`config.mk`:
```
export PLATFORM = sky130hd
export DESIGN_NAME = bank_timing_tracker
export DESIGN_NICKNAME = d
export VERILOG_FILES = /design/src/rtl/bank_trk_pkg.sv /design/src/rtl/gap_timer.sv /design/src/rtl/bank_slot.sv /design/src/rtl/bank_timing_tracker.sv
export SDC_FILE = /design/constraint.sdc
export NUM_CORES = 1
export LEC_CHECK = 0
export BUFFER_PORTS_ARGS = -buffer_cell sky130_fd_sc_hd__buf_2
export CORE_ASPECT_RATIO = 2
export CORE_MARGIN = 2
export CORE_UTILIZATION = 48
export CTS_CLUSTER_SIZE = 8
export DETAILED_ROUTE_END_ITERATION = 10
export PLACE_DENSITY = 0.76
export SYNTH_ARGS = -nofsm -noshare
export SYNTH_HDL_FRONTEND = slang
export SYNTH_HIERARCHICAL = 1
export SYNTH_SLANG_ARGS = --single-unit
export TNS_END_PERCENT = 50
```
`constraint.sdc`:
```
create_clock -name clk -period 26.4 [get_ports clk]
set_input_delay 3.96 -clock clk [delete_from_list [all_inputs] [get_ports clk]]
set_output_delay 3.96 -clock clk [all_outputs]
set_load 0.05 [all_outputs]
```
`src/rtl/bank_trk_pkg.sv`:
```
package bank_trk_pkg;
  parameter int unsigned CNT_W   = 8;
  parameter int unsigned OP_W    = 4;
  parameter int unsigned NUM_OPS = 10;

  typedef enum logic [OP_W-1:0] {
    OP_NOP  = 4'd0,
    OP_ACT  = 4'd1,
    OP_RD   = 4'd2,
    OP_WR   = 4'd3,
    OP_PRE  = 4'd4,
    OP_PREA = 4'd5,
    OP_REF  = 4'd6,
    OP_MRS  = 4'd7,
    OP_SRX  = 4'd8,
    OP_PDX  = 4'd9
  } op_e;

  typedef enum logic [1:0] {
    ST_IDLE = 2'd0,
    ST_HIT  = 2'd1,
    ST_MISS = 2'd2
  } status_e;

  // Captured spacing set, one field per constraint.
  typedef struct packed {
    logic [CNT_W-1:0] act_pre;
    logic [CNT_W-1:0] act_rw;
    logic [CNT_W-1:0] pre_act;
    logic [CNT_W-1:0] wr_pre;
    logic [CNT_W-1:0] rd_pre;
    logic [CNT_W-1:0] wr_rd;
    logic [CNT_W-1:0] act_xb;
    logic [CNT_W-1:0] act_sb;
    logic [CNT_W-1:0] ref_act;
    logic [CNT_W-1:0] mrs_cmd;
    logic [CNT_W-1:0] srx_cmd;
    logic [CNT_W-1:0] srx_rd;
    logic [CNT_W-1:0] pdx_cmd;
  } timing_t;
endpackage

```
`src/rtl/gap_timer.sv`:
```
// Saturating down counter fed by several spacing sources; the longest load wins.
module gap_timer #(
  parameter int unsigned W    = 8,
  parameter int unsigned NSRC = 2
) (
  input  logic                      clk,
  input  logic                      rst,
  input  logic [NSRC-1:0]           load,
  input  logic [NSRC-1:0][W-1:0]    span,
  output logic                      idle
);
  logic [W-1:0] cnt_q;
  logic [W-1:0] cnt_d;

  always_comb begin
    cnt_d = (cnt_q == '0) ? '0 : cnt_q - 1'b1;
    for (int i = 0; i < NSRC; i++) begin
      if (load[i] && (span[i] != '0) && ((span[i] - 1'b1) > cnt_d)) begin
        cnt_d = span[i] - 1'b1;
      end
    end
  end

  always_ff @(posedge clk) begin
    if (rst) cnt_q <= '0;
    else     cnt_q <= cnt_d;
  end

  assign idle = (cnt_q == '0);

  // without a load the counter only walks down by one.
  assert_count_down_R12: assert property (@(posedge clk) disable iff (rst)
    (cnt_q != '0 && load == '0) |=> (cnt_q == $past(cnt_q) - 1'b1));

  // a pending count never vanishes on a load.
  assert_keep_longest_R12: assert property (@(posedge clk) disable iff (rst)
    (cnt_q > 8'd1) |=> !idle);
endmodule

```
`src/rtl/bank_slot.sv`:
```
// State of one bank: open flag, stored row and its three spacing timers.
module bank_slot
  import bank_trk_pkg::*;
#(
  parameter int unsigned ROW_W = 14
) (
  input  logic             clk,
  input  logic             rst,
  input  logic             fire,
  input  logic [OP_W-1:0]  fire_op,
  input  logic             fire_here,
  input  logic [ROW_W-1:0] fire_row,
  input  logic [CNT_W-1:0] t_act_sb,
  input  logic [CNT_W-1:0] t_act_xb,
  input  logic [CNT_W-1:0] t_pre_act,
  input  logic [CNT_W-1:0] t_ref_act,
  input  logic [CNT_W-1:0] t_mrs_cmd,
  input  logic [CNT_W-1:0] t_act_rw,
  input  logic [CNT_W-1:0] t_act_pre,
  input  logic [CNT_W-1:0] t_rd_pre,
  input  logic [CNT_W-1:0] t_wr_pre,
  output logic             open_o,
  output logic [ROW_W-1:0] row_o,
  output logic             act_ok,
  output logic             rw_ok,
  output logic             pre_ok
);
  logic act_me, act_other, rd_me, wr_me, pre_me, prea_all, ref_all, mrs_all;

  assign act_me    = fire &&  fire_here && (fire_op == OP_ACT);
  assign act_other = fire && !fire_here && (fire_op == OP_ACT);
  assign rd_me     = fire &&  fire_here && (fire_op == OP_RD);
  assign wr_me     = fire &&  fire_here && (fire_op == OP_WR);
  assign pre_me    = fire &&  fire_here && (fire_op == OP_PRE);
  assign prea_all  = fire && (fire_op == OP_PREA);
  assign ref_all   = fire && (fire_op == OP_REF);
  assign mrs_all   = fire && (fire_op == OP_MRS);

  always_ff @(posedge clk) begin
    if (rst) begin
      open_o <= 1'b0;
      row_o  <= '0;
    end else if (act_me) begin
      open_o <= 1'b1;
      row_o  <= fire_row;
    end else if (pre_me || prea_all) begin
      open_o <= 1'b0;
    end
  end

  gap_timer #(.W(CNT_W), .NSRC(6)) u_act_gap (
    .clk  (clk),
    .rst  (rst),
    .load ({act_me, act_other, pre_me, prea_all, ref_all, mrs_all}),
    .span ({t_act_sb, t_act_xb, t_pre_act, t_pre_act, t_ref_act, t_mrs_cmd}),
    .idle (act_ok)
  );

  gap_timer #(.W(CNT_W), .NSRC(1)) u_rw_gap (
    .clk  (clk),
    .rst  (rst),
    .load (act_me),
    .span (t_act_rw),
    .idle (rw_ok)
  );

  gap_timer #(.W(CNT_W), .NSRC(3)) u_pre_gap (
    .clk  (clk),
    .rst  (rst),
    .load ({act_me, rd_me, wr_me}),
    .span ({t_act_pre, t_rd_pre, t_wr_pre}),
    .idle (pre_ok)
  );

  assert_act_opens_R2: assert property (@(posedge clk) disable iff (rst)
    act_me |=> (open_o && row_o == $past(fire_row)));

  assert_pre_closes_R4: assert property (@(posedge clk) disable iff (rst)
    (pre_me || prea_all) |=> !open_o);

  assert_ras_blocks_pre_R4: assert property (@(posedge clk) disable iff (rst)
    (act_me && t_act_pre > 8'd1) |=> !pre_ok);

  assert_hold_when_quiet_R11: assert property (@(posedge clk) disable iff (rst)
    !fire |=> ($stable(open_o) && $stable(row_o)));
endmodule

```
`src/rtl/bank_timing_tracker.sv`:
```
module bank_timing_tracker
  import bank_trk_pkg::*;
#(
  parameter int unsigned NBANK  = 4,
  parameter int unsigned ROW_W  = 14,
  localparam int unsigned BANK_W = $clog2(NBANK)
) (
  input  logic                clk,
  input  logic                rst,
  input  logic [CNT_W-1:0]    cfg_act_pre,
  input  logic [CNT_W-1:0]    cfg_act_rw,
  input  logic [CNT_W-1:0]    cfg_pre_act,
  input  logic [CNT_W-1:0]    cfg_wr_pre,
  input  logic [CNT_W-1:0]    cfg_rd_pre,
  input  logic [CNT_W-1:0]    cfg_wr_rd,
  input  logic [CNT_W-1:0]    cfg_act_xb,
  input  logic [CNT_W-1:0]    cfg_act_sb,
  input  logic [CNT_W-1:0]    cfg_ref_act,
  input  logic [CNT_W-1:0]    cfg_mrs_cmd,
  input  logic [CNT_W-1:0]    cfg_srx_cmd,
  input  logic [CNT_W-1:0]    cfg_srx_rd,
  input  logic [CNT_W-1:0]    cfg_pdx_cmd,
  input  logic                cmd_valid,
  input  logic [OP_W-1:0]     cmd_op,
  input  logic [BANK_W-1:0]   cmd_bank,
  input  logic [ROW_W-1:0]    cmd_row,
  output logic [1:0]          q_status,
  output logic [NUM_OPS-1:0]  allow,
  output logic                cmd_accept,
  output logic [NBANK-1:0]    open_mask
);
  localparam int unsigned OP_SPACE = 2 ** OP_W;

  timing_t tcfg_q;

  // Spacing set is loaded while reset is held.
  always_ff @(posedge clk) begin
    if (rst) begin
      tcfg_q <= '{act_pre: cfg_act_pre, act_rw: cfg_act_rw, pre_act: cfg_pre_act,
                  wr_pre: cfg_wr_pre, rd_pre: cfg_rd_pre, wr_rd: cfg_wr_rd,
                  act_xb: cfg_act_xb, act_sb: cfg_act_sb, ref_act: cfg_ref_act,
                  mrs_cmd: cfg_mrs_cmd, srx_cmd: cfg_srx_cmd, srx_rd: cfg_srx_rd,
                  pdx_cmd: cfg_pdx_cmd};
    end
  end

  logic [NBANK-1:0]  open_v, act_ok_v, rw_ok_v, pre_ok_v;
  logic [ROW_W-1:0]  row_v [NBANK];

  for (genvar b = 0; b < NBANK; b++) begin : g_bank
    bank_slot #(.ROW_W(ROW_W)) u_slot (
      .clk       (clk),
      .rst       (rst),
      .fire      (cmd_accept),
      .fire_op   (cmd_op),
      .fire_here (cmd_bank == BANK_W'(b)),
      .fire_row  (cmd_row),
      .t_act_sb  (tcfg_q.act_sb),
      .t_act_xb  (tcfg_q.act_xb),
      .t_pre_act (tcfg_q.pre_act),
      .t_ref_act (tcfg_q.ref_act),
      .t_mrs_cmd (tcfg_q.mrs_cmd),
      .t_act_rw  (tcfg_q.act_rw),
      .t_act_pre (tcfg_q.act_pre),
      .t_rd_pre  (tcfg_q.rd_pre),
      .t_wr_pre  (tcfg_q.wr_pre),
      .open_o    (open_v[b]),
      .row_o     (row_v[b]),
      .act_ok    (act_ok_v[b]),
      .rw_ok     (rw_ok_v[b]),
      .pre_ok    (pre_ok_v[b])
    );
  end

  // Device-wide gates: exit spacings for everything, and the read-only gate.
  logic fire_wr, fire_srx, fire_pdx, any_ok, rd_ok;
  assign fire_wr  = cmd_accept && (cmd_op == OP_WR);
  assign fire_srx = cmd_accept && (cmd_op == OP_SRX);
  assign fire_pdx = cmd_accept && (cmd_op == OP_PDX);

  gap_timer #(.W(CNT_W), .NSRC(2)) u_any_gap (
    .clk  (clk),
    .rst  (rst),
    .load ({fire_srx, fire_pdx}),
    .span ({tcfg_q.srx_cmd, tcfg_q.pdx_cmd}),
    .idle (any_ok)
  );

  gap_timer #(.W(CNT_W), .NSRC(3)) u_rd_gap (
    .clk  (clk),
    .rst  (rst),
    .load ({fire_wr, fire_srx, fire_pdx}),
    .span ({tcfg_q.wr_rd, tcfg_q.srx_rd, tcfg_q.pdx_cmd}),
    .idle (rd_ok)
  );

  logic sel_open, sel_hit, all_idle, all_act, prea_ok;
  assign sel_open = open_v[cmd_bank];
  assign sel_hit  = sel_open && (row_v[cmd_bank] == cmd_row);
  assign all_idle = ~|open_v;
  assign all_act  = &act_ok_v;
  assign prea_ok  = &(pre_ok_v | ~open_v);

  always_comb begin
    if (!sel_open)    q_status = ST_IDLE;
    else if (sel_hit) q_status = ST_HIT;
    else              q_status = ST_MISS;
  end

  always_comb begin
    allow          = '0;
    allow[OP_NOP]  = 1'b1;
    allow[OP_ACT]  = !sel_open && act_ok_v[cmd_bank] && any_ok;
    allow[OP_RD]   = sel_hit && rw_ok_v[cmd_bank] && any_ok && rd_ok;
    allow[OP_WR]   = sel_hit && rw_ok_v[cmd_bank] && any_ok;
    allow[OP_PRE]  = sel_open && pre_ok_v[cmd_bank] && any_ok;
    allow[OP_PREA] = prea_ok && any_ok;
    allow[OP_REF]  = all_idle && all_act && any_ok;
    allow[OP_MRS]  = all_idle && all_act && any_ok;
    allow[OP_SRX]  = 1'b1;
    allow[OP_PDX]  = 1'b1;
  end

  logic [OP_SPACE-1:0] allow_ext;
  assign allow_ext  = {{(OP_SPACE-NUM_OPS){1'b0}}, allow};
  assign cmd_accept = cmd_valid && allow_ext[cmd_op];
  assign open_mask  = open_v;

  assert_act_on_idle_R2: assert property (@(posedge clk) disable iff (rst)
    (cmd_accept && cmd_op == OP_ACT) |-> (q_status == ST_IDLE));

  assert_access_hits_R3: assert property (@(posedge clk) disable iff (rst)
    (cmd_accept && (cmd_op == OP_RD || cmd_op == OP_WR)) |-> (q_status == ST_HIT));

  assert_wtr_blocks_read_R6: assert property (@(posedge clk) disable iff (rst)
    (cmd_accept && cmd_op == OP_WR && tcfg_q.wr_rd > 8'd1) |=> !allow[OP_RD]);

  assert_prea_closes_all_R7: assert property (@(posedge clk) disable iff (rst)
    (cmd_accept && cmd_op == OP_PREA) |=> (open_mask == '0));

  assert_ref_needs_idle_R8: assert property (@(posedge clk) disable iff (rst)
    (cmd_accept && (cmd_op == OP_REF || cmd_op == OP_MRS)) |-> (open_mask == '0));

  assert_srx_blocks_act_R10: assert property (@(posedge clk) disable iff (rst)
    (cmd_accept && cmd_op == OP_SRX && tcfg_q.srx_cmd > 8'd1) |=> !allow[OP_ACT]);

  assert_bad_code_ignored_R11: assert property (@(posedge clk) disable iff (rst)
    (cmd_valid && cmd_op > 4'd9) |-> !cmd_accept);
endmodule

```
# After elaboration in Yosys (flattened, before gate mapping)
# Cells that the tools add are included.
[totals]
ff_bits = 276
input_bits = 127
out_inout_bits = 17
elab_cells = 379
[classes]
add_sub_neg = 27
magnitude_cmp = 48
eq_ne = 13
mux = 82
bitwise = 3
reduce_logical = 171
[op_table]
columns = ["op", "n"]
rows = [
  ["8-bit two-way mux", 59],
  ["8-bit > comparator", 45],
  ["8-bit by 1-bit subtractor with 8-bit output, second input constant", 27],
  ["1-bit logical AND", 126],
  ["8-bit logical NOT", 14],
  ["8-bit nonzero test", 13],
  ["14-bit binary-select mux with 2-bit select", 1],
  ["14-bit two-way mux", 2],
  ["4-bit by 3-bit == test with 1-bit output, second input constant", 4],
  ["14-bit == test", 1],
  ["1-bit two-way mux", 13],
  ["1-bit binary-select mux with 2-bit select", 4],
  ["4-bit by 2-bit == test with 1-bit output, second input constant", 2],
  ["4-bit == test, second input constant", 2],
  ["4-bit AND reduction", 2],
  ["2-bit nonzero test", 4],
  ["1-bit logical NOT", 6],
  ["4-bit by 5-bit < comparator with 1-bit output, second input constant", 1],
  ["1-bit binary-select mux with 4-bit select", 1],
  ["2-bit == test, second input constant", 2],
  ["4-bit by 1-bit == test with 1-bit output, second input constant", 1],
  ["1-bit logical OR", 4],
  ["2-bit two-way mux", 2],
  ["4-bit inverter", 1],
  ["other kinds (7)", 7],
]

# Logic depth before layout (Yosys ltp)
[logic_depth]
ltp_word = 31
mapped_depth = 80

# Modules after synthesis
# Netlist, hierarchy kept.
[by_module_without_submodules]
columns = ["module", "n_inst", "cells_each", "area_per_inst_um2", "seq_area_each_um2"]
rows = [
  ["gap_timer at g_bank[1].u_slot.u_act_gap ...", 3, 454, 3224.3, 160.2],
  ["gap_timer at g_bank[0].u_slot.u_pre_gap ...", 3, 223, 1752.9, 160.2],
  ["bank_timing_tracker", 1, 202, 4095.2, 3123.0],
  ["gap_timer at g_bank[0].u_slot.u_act_gap", 1, 453, 3402.0, 160.2],
  ["bank_slot", 4, 95, 762.0, 300.3],
  ["gap_timer at g_bank[0].u_slot.u_rw_gap ...", 3, 103, 912.1, 160.2],
  ["gap_timer at u_rd_gap", 1, 249, 1899.3, 160.2],
  ["gap_timer at g_bank[1].u_slot.u_pre_gap", 1, 226, 1722.9, 160.2],
  ["gap_timer at u_any_gap", 1, 156, 1212.4, 160.2],
  ["gap_timer at g_bank[1].u_slot.u_rw_gap", 1, 103, 862.1, 160.2],
]

# Worst setup path before layout
# OpenSTA, ideal clock, no wires.
[synth_timing]
path_kind = "input to register"
startpoint = "in cmd_bank[0]"
endpoint = "reg g_bank[1].u_slot.u_act_gap.cnt_q[7]"
t_arrival_ns = 17.875
required_ns = 26.309
setup_slack_ns = 8.434
path_stages = 74
path_buffers = 10
path_cell_list = "buf_6 buf_12 mux4_1 xor2_1 nor4_1 nand4_1 a21oi_1 inv_1 nor3_1 o41ai_1 a211oi_4 clkbuf_1 mux2i_1 inv_1 ha_1 nand4_1 or4_1 a21oi_1 [38 not listed] a21oi_1 a311oi_1 clkbuf_1 nand2_1 and2_1 ha_1 nor2b_1 o21a_1 o21ai_0 nand2b_1 a21oi_1 nor2_1 a211oi_1 or3_1 buf_1 clkbuf_1 nor2_1 a311oi_1"
[synth_via]
elab_chain_cells = 31
[synth_lines]
columns = ["item", "line_no", "text"]
rows = [
  ["start, declared", "bank_timing_tracker.sv:25", "input logic [BANK_W-1:0] cmd_bank,"],
  ["2-bit inverter with 3-bit output (implied by the code)", "bank_timing_tracker.sv:99", "assign sel_hit = sel_open && (row_v[cmd_bank] == cmd_row);"],
  ["14-bit binary-select mux with 2-bit select", "bank_timing_tracker.sv:99", ""],
  ["14-bit two-way mux (implied by the code) (2 in a row)", "bank_timing_tracker.sv:99", ""],
  ["14-bit == test", "bank_timing_tracker.sv:99", ""],
  ["1-bit logical AND", "bank_timing_tracker.sv:99", ""],
  ["1-bit logical AND (2 in a row)", "bank_timing_tracker.sv:114, bank_timing_tracker.sv:115", ""],
  ["1-bit logical AND", "bank_timing_tracker.sv:114", "allow[OP_RD] = sel_hit && rw_ok_v[cmd_bank] && any_ok && rd_ok;"],
  ["1-bit binary-select mux with 4-bit select (*)", "bank_timing_tracker.sv:126", "assign cmd_accept = cmd_valid && allow_ext[cmd_op];"],
  ["[2 not listed]", "-", ""],
  ["net cmd_accept", "bank_timing_tracker.sv:29", "output logic cmd_accept,"],
  ["[1 not listed]", "-", ""],
  ["net g_bank[1].u_slot.mrs_all", "bank_slot.sv:28", "logic act_me, act_other, rd_me, wr_me, pre_me, prea_all, ref_all, mrs_all;"],
  ["[10 not listed]", "-", ""],
  ["1-bit logical AND", "gap_timer.sv:18", "if (load[i] && (span[i] != '0) && ((span[i] - 1'b1) > cnt_d)) begin"],
  ["8-bit two-way mux (*)", "gap_timer.sv:18", ""],
  ["8-bit > comparator", "gap_timer.sv:18", ""],
  ["1-bit logical AND", "gap_timer.sv:18", ""],
  ["8-bit two-way mux (*)", "gap_timer.sv:18", ""],
  ["8-bit > comparator", "gap_timer.sv:18", ""],
  ["1-bit logical AND", "gap_timer.sv:18", ""],
  ["8-bit two-way mux (*)", "gap_timer.sv:18", ""],
  ["end signal, assigned", "gap_timer.sv:26", "else cnt_q <= cnt_d;"],
  ["end, declared", "gap_timer.sv:12", "logic [W-1:0] cnt_q;"],
]
# Mark *: on every way through the listed nets, which the timed path passes. The rest lies on a longest branch. The select of a mux whose other input is x is not followed.
# A chain may end at the register's enable or synchronous reset.

# Worst setup path after layout
[layout_timing]
startpoint = "in cmd_bank[0]"
endpoint = "reg g_bank[3].u_slot.u_act_gap.cnt_q[3]"
[layout_via]
elab_chain_cells = 31
[layout_lines]
columns = ["item", "line_no"]
rows = [
  ["2-bit inverter with 3-bit output (implied by the code)", "bank_timing_tracker.sv:99"],
  ["14-bit binary-select mux with 2-bit select", "bank_timing_tracker.sv:99"],
  ["14-bit two-way mux (implied by the code) (2 in a row)", "bank_timing_tracker.sv:99"],
  ["14-bit == test", "bank_timing_tracker.sv:99"],
  ["1-bit logical AND", "bank_timing_tracker.sv:99"],
  ["1-bit logical AND (2 in a row)", "bank_timing_tracker.sv:114, bank_timing_tracker.sv:115"],
  ["1-bit logical AND", "bank_timing_tracker.sv:114"],
  ["1-bit binary-select mux with 4-bit select (*)", "bank_timing_tracker.sv:126"],
  ["[3 not listed]", "-"],
  ["net g_bank[3].u_slot.mrs_all", "bank_slot.sv:28"],
  ["[10 not listed]", "-"],
  ["1-bit logical AND", "gap_timer.sv:18"],
  ["8-bit two-way mux (*)", "gap_timer.sv:18"],
  ["8-bit > comparator", "gap_timer.sv:18"],
  ["1-bit logical AND", "gap_timer.sv:18"],
  ["8-bit two-way mux (*)", "gap_timer.sv:18"],
  ["8-bit > comparator", "gap_timer.sv:18"],
  ["1-bit logical AND", "gap_timer.sv:18"],
  ["8-bit two-way mux (*)", "gap_timer.sv:18"],
  ["end signal, assigned", "gap_timer.sv:26"],
  ["end, declared", "gap_timer.sv:12"],
]
# Marks and branches as above.

==> impl_metrics.env <==
export IMPL_status="completed"
export IMPL_seqPwrFrac_pct=16.8
export IMPL_dieArea_mm2=0.0729
export IMPL_fin_crit_ps=19190
export IMPL_slew_violations=0
export IMPL_synth_edff_count=104
export IMPL_fin_ws_ps=7210
export IMPL_reg2regPathDepth=69
export IMPL_total_power_mw=3.80
export IMPL_max_cap_viol_count=0
export IMPL_numClockSinks=276
export IMPL_grt_setup_unrepaired="no"
export IMPL_setup_viol=0
export IMPL_grt_ovfl_total=0
export IMPL_rows=137
export IMPL_cpMostUsedCell="o21ai_0"
export IMPL_comb_power_share_pct=70.3
export IMPL_htree_levels=2
export IMPL_finalHoldViolCount=0
export IMPL_r2r_end="g_bank[3].u_slot/u_act_gap/cnt_q[3]"
export IMPL_yosys_warnings=6
export IMPL_drc=0
export IMPL_synth_seq_area_share_pct=19.4
export IMPL_hold_ws_ps=575
export IMPL_dr_pass1_iters=6
export IMPL_die_w_um=192
export IMPL_async_flop_share_pct=0
export IMPL_cts_tree="done"
export IMPL_avgSynthCellArea_um2=8.25
export IMPL_max_freq_ghz=0.0521
export IMPL_peakVddDrop_mv=0.0731
export IMPL_ys_top_cells_by_area="ha_1 (17%), dfxtp_1 (10%), edfxtp_1 (9.2%)"
export IMPL_worstSetupPathType="input pin to flop"
export IMPL_post_place_ws_ps=6840
export IMPL_cts_root_buf="clkbuf_16"
export IMPL_min_period_over_period_pct=72.7
export IMPL_clkTransAtPathRegs_ps=50
export IMPL_ys_ff_latch=276
export IMPL_holdCritStartpoint="g_bank[3].u_slot/row_o[4]"
export IMPL_tns_ps=0
export IMPL_clkPwrFrac_pct=12.9
export IMPL_fill_cells=6538
export IMPL_final_util_pct=52.4
export IMPL_io_pins=144
export IMPL_switching_power_mw=1.85
export IMPL_power_per_cell_area_mw_per_mm2=104
export IMPL_required_ps=26850
export IMPL_core_mm2=0.0698
export IMPL_netlist_area_mm2=0.0339
export IMPL_cts_setup_buffers=0
export IMPL_grt_antenna_before_repair=5
export IMPL_avgRoutedWirePerCell_um=20.5
export IMPL_numCtsBuffers=40
export IMPL_grt_use_total_pct=28.6
export IMPL_die_h_um=380
export IMPL_synthCells=4109
export IMPL_gp_congestion=0.997
export IMPL_slowest_stage="a311oi_2"
export IMPL_drt_wl_total_mm=106
export IMPL_stdcell_area_mm2=0.0366
export IMPL_drt_iter0_drc=1686
export IMPL_drive_above_1_share_pct=11.2
export IMPL_whs_path_depth=3
export IMPL_ctsHoldBuffers=0
export IMPL_dp_final_hpwl_mm=83.0
export IMPL_fin_skew_ps=45.1
export IMPL_worst_slew_pin_slew_ps=1190
export IMPL_synth_top_area_share_pct=16.9
export IMPL_vias=31300
export IMPL_slowest_delay_ps=900
export IMPL_hold_class="flop to flop"
export IMPL_dp_cells=5084
export IMPL_clk_path_buf_depth=3
export IMPL_p_leak_nw=15.9
export IMPL_via_per_inst=6.08
export IMPL_synthFlopType="dfxtp_1"
export IMPL_grt_max_degree=133
export IMPL_crit_fanout=25
export IMPL_worstSetupStartpointType="input pin"
export IMPL_synth_top_cell_by_area="ha_1"
export IMPL_cts_resized=0
export IMPL_placed_cell_area_mm2=0.0355
export IMPL_worst_r2r_startpoint="u_any_gap/cnt_q[4]"
export IMPL_cp_arrival_ps=19630
export IMPL_grt_first_pass_wirelength_mm=165
export IMPL_postRouteAntennaNets=0
export IMPL_stdcell_count=5150
export IMPL_io_buffer_count=140
export IMPL_relSlewSlack_pct=19.3
export IMPL_regToRegSetupSlack_ps=9370
export IMPL_sw_frac_of_total_pct=48.7
export IMPL_min_to="g_bank[3].u_slot/row_o[4]"
export IMPL_fin_nets=4807
export IMPL_initial_core_util_pct=48.6
export IMPL_internal_power_mw=1.95
export IMPL_critPathCaptureType="flop"
export IMPL_clk_latency_ps=610
export IMPL_synthDistinctLibCells=123
export IMPL_area_growth_pct=7.90
export IMPL_grt_pass1_vias=31800
[state kept, by name, summed over array words and instances, names as in the netlist]
signal                         flops
g_bank.u_slot/open_o               4
g_bank.u_slot/row_o               56
g_bank.u_slot/u_act_gap/cnt_q     32
g_bank.u_slot/u_pre_gap/cnt_q     32
g_bank.u_slot/u_rw_gap/cnt_q      32
tcfg_q                           104
u_any_gap/cnt_q                    8
u_rd_gap/cnt_q                     8
[cell usage in the layout, fill, tap and decap left out, types with 59 or more instances in the layout]
cell and instances:
a21o_1 59, a21oi_1 157, buf_2 139, dfxtp_1 172, edfxtp_1 104, ha_1 457, inv_1 404, mux2i_1 83
nand2_1 188, nand2b_1 148, nand3_1 73, nand4_1 60, nor2_1 371, nor2b_1 132, nor3_1 152, nor4_1 59
o21ai_0 188, or3_1 63, xnor2_1 132, xor2_1 189
[layer usage]
layer	vias up	global-route usage [%]	share of wire [%]
met5	-	0	0.045
li1	15000	-	-
met4	8	27.9	11
met3	515	4.55	4.8
met1	14800	26.5	34
met2	1045	51.6	50
[Yosys cell counts, types with 63 or more instances]
| master | n |
|---|---|
| nor2b_1 | 132 |
| dfxtp_1 | 172 |
| edfxtp_1 | 104 |
| nor2_1 | 371 |
| ha_1 | 457 |
| o21ai_0 | 188 |
| mux2i_1 | 83 |
| a21oi_1 | 157 |
| nand2b_1 | 148 |
| nand2_1 | 188 |
| inv_1 | 404 |
| xnor2_1 | 132 |
| nor3_1 | 152 |
| nand3_1 | 73 |
| xor2_1 | 189 |
| or3_1 | 63 |
[area by class of cell]
cell class | instances | area [um^2] | area share [%]
Sequential cell | 276 | 6570 | 17.9
Timing Repair Buffer | 168 | 921 | 2.52
Antenna cell | 1 | 2.50 | 0.00684
Clock inverter | 2 | 46.3 | 0.127
Inverter | 409 | 1540 | 4.20
Clock buffer | 63 | 1090 | 2.97
Tap cell | 903 | 1130 | 3.09
Multi-Input combinational cell | 3328 | 25300 | 69.1
[power by group through the flow]
stage | clock network [mW] | registers (mW) | logic, mW
floorplan | 0 | 0.606 | 2.00
global placement | 0 | 0.641 | 2.56
detailed placement | 0 | 0.643 | 2.62
CTS | 0.502 | 0.634 | 2.64
global route | 0.516 | 0.648 | 2.99
finish | 0.489 | 0.638 | 2.67
[worst max-delay path: cells and delay by family]
kind	cells	cell delay (ps)
xor gates and xnor gates	1	170
muxes	4	1670
and+or+nand+nor	21	4130
adders and majority gates	5	1460
AOI/OAI and AO/OA	31	7310
buffers and inverters	4	910
[kinds of logic (layout without fill, tap and decap cells)]
| group | after synthesis | in the layout | synth area share (%) |
|---|---|---|---|
| XOR/XNOR | 324 | 324 | 8.43 |
| flip-flops | 276 | 276 | 19.4 |
| AO/OA/AOI/OAI | 855 | 855 | 17.6 |
| adder cells (fa/ha/maj) | 458 | 458 | 16.9 |
| multiplexers | 178 | 178 | 6.80 |
| AND/OR/NAND/NOR | 1510 | 1510 | 24.7 |
| other | 1 | 4 | 0.0111 |
| buffers and inverters | 507 | 642 | 6.16 |
[worst max path at each step]
stage,slack [ps],start,to
detailed placement,6840,cmd_bank[0],g_bank[3].u_slot/u_act_gap/cnt_q[3]
global route,5760,cmd_bank[0],g_bank[3].u_slot/u_act_gap/cnt_q[3]
finish,7210,cmd_bank[0],g_bank[3].u_slot/u_act_gap/cnt_q[3]
CTS,7430,cmd_bank[0],g_bank[3].u_slot/u_act_gap/cnt_q[3]
global placement,6920,cmd_bank[0],g_bank[3].u_slot/u_act_gap/cnt_q[4]
floorplan,8430,cmd_bank[0],g_bank[1].u_slot/u_act_gap/cnt_q[7]
Note: power is estimated with default switching activity, not from simulation.
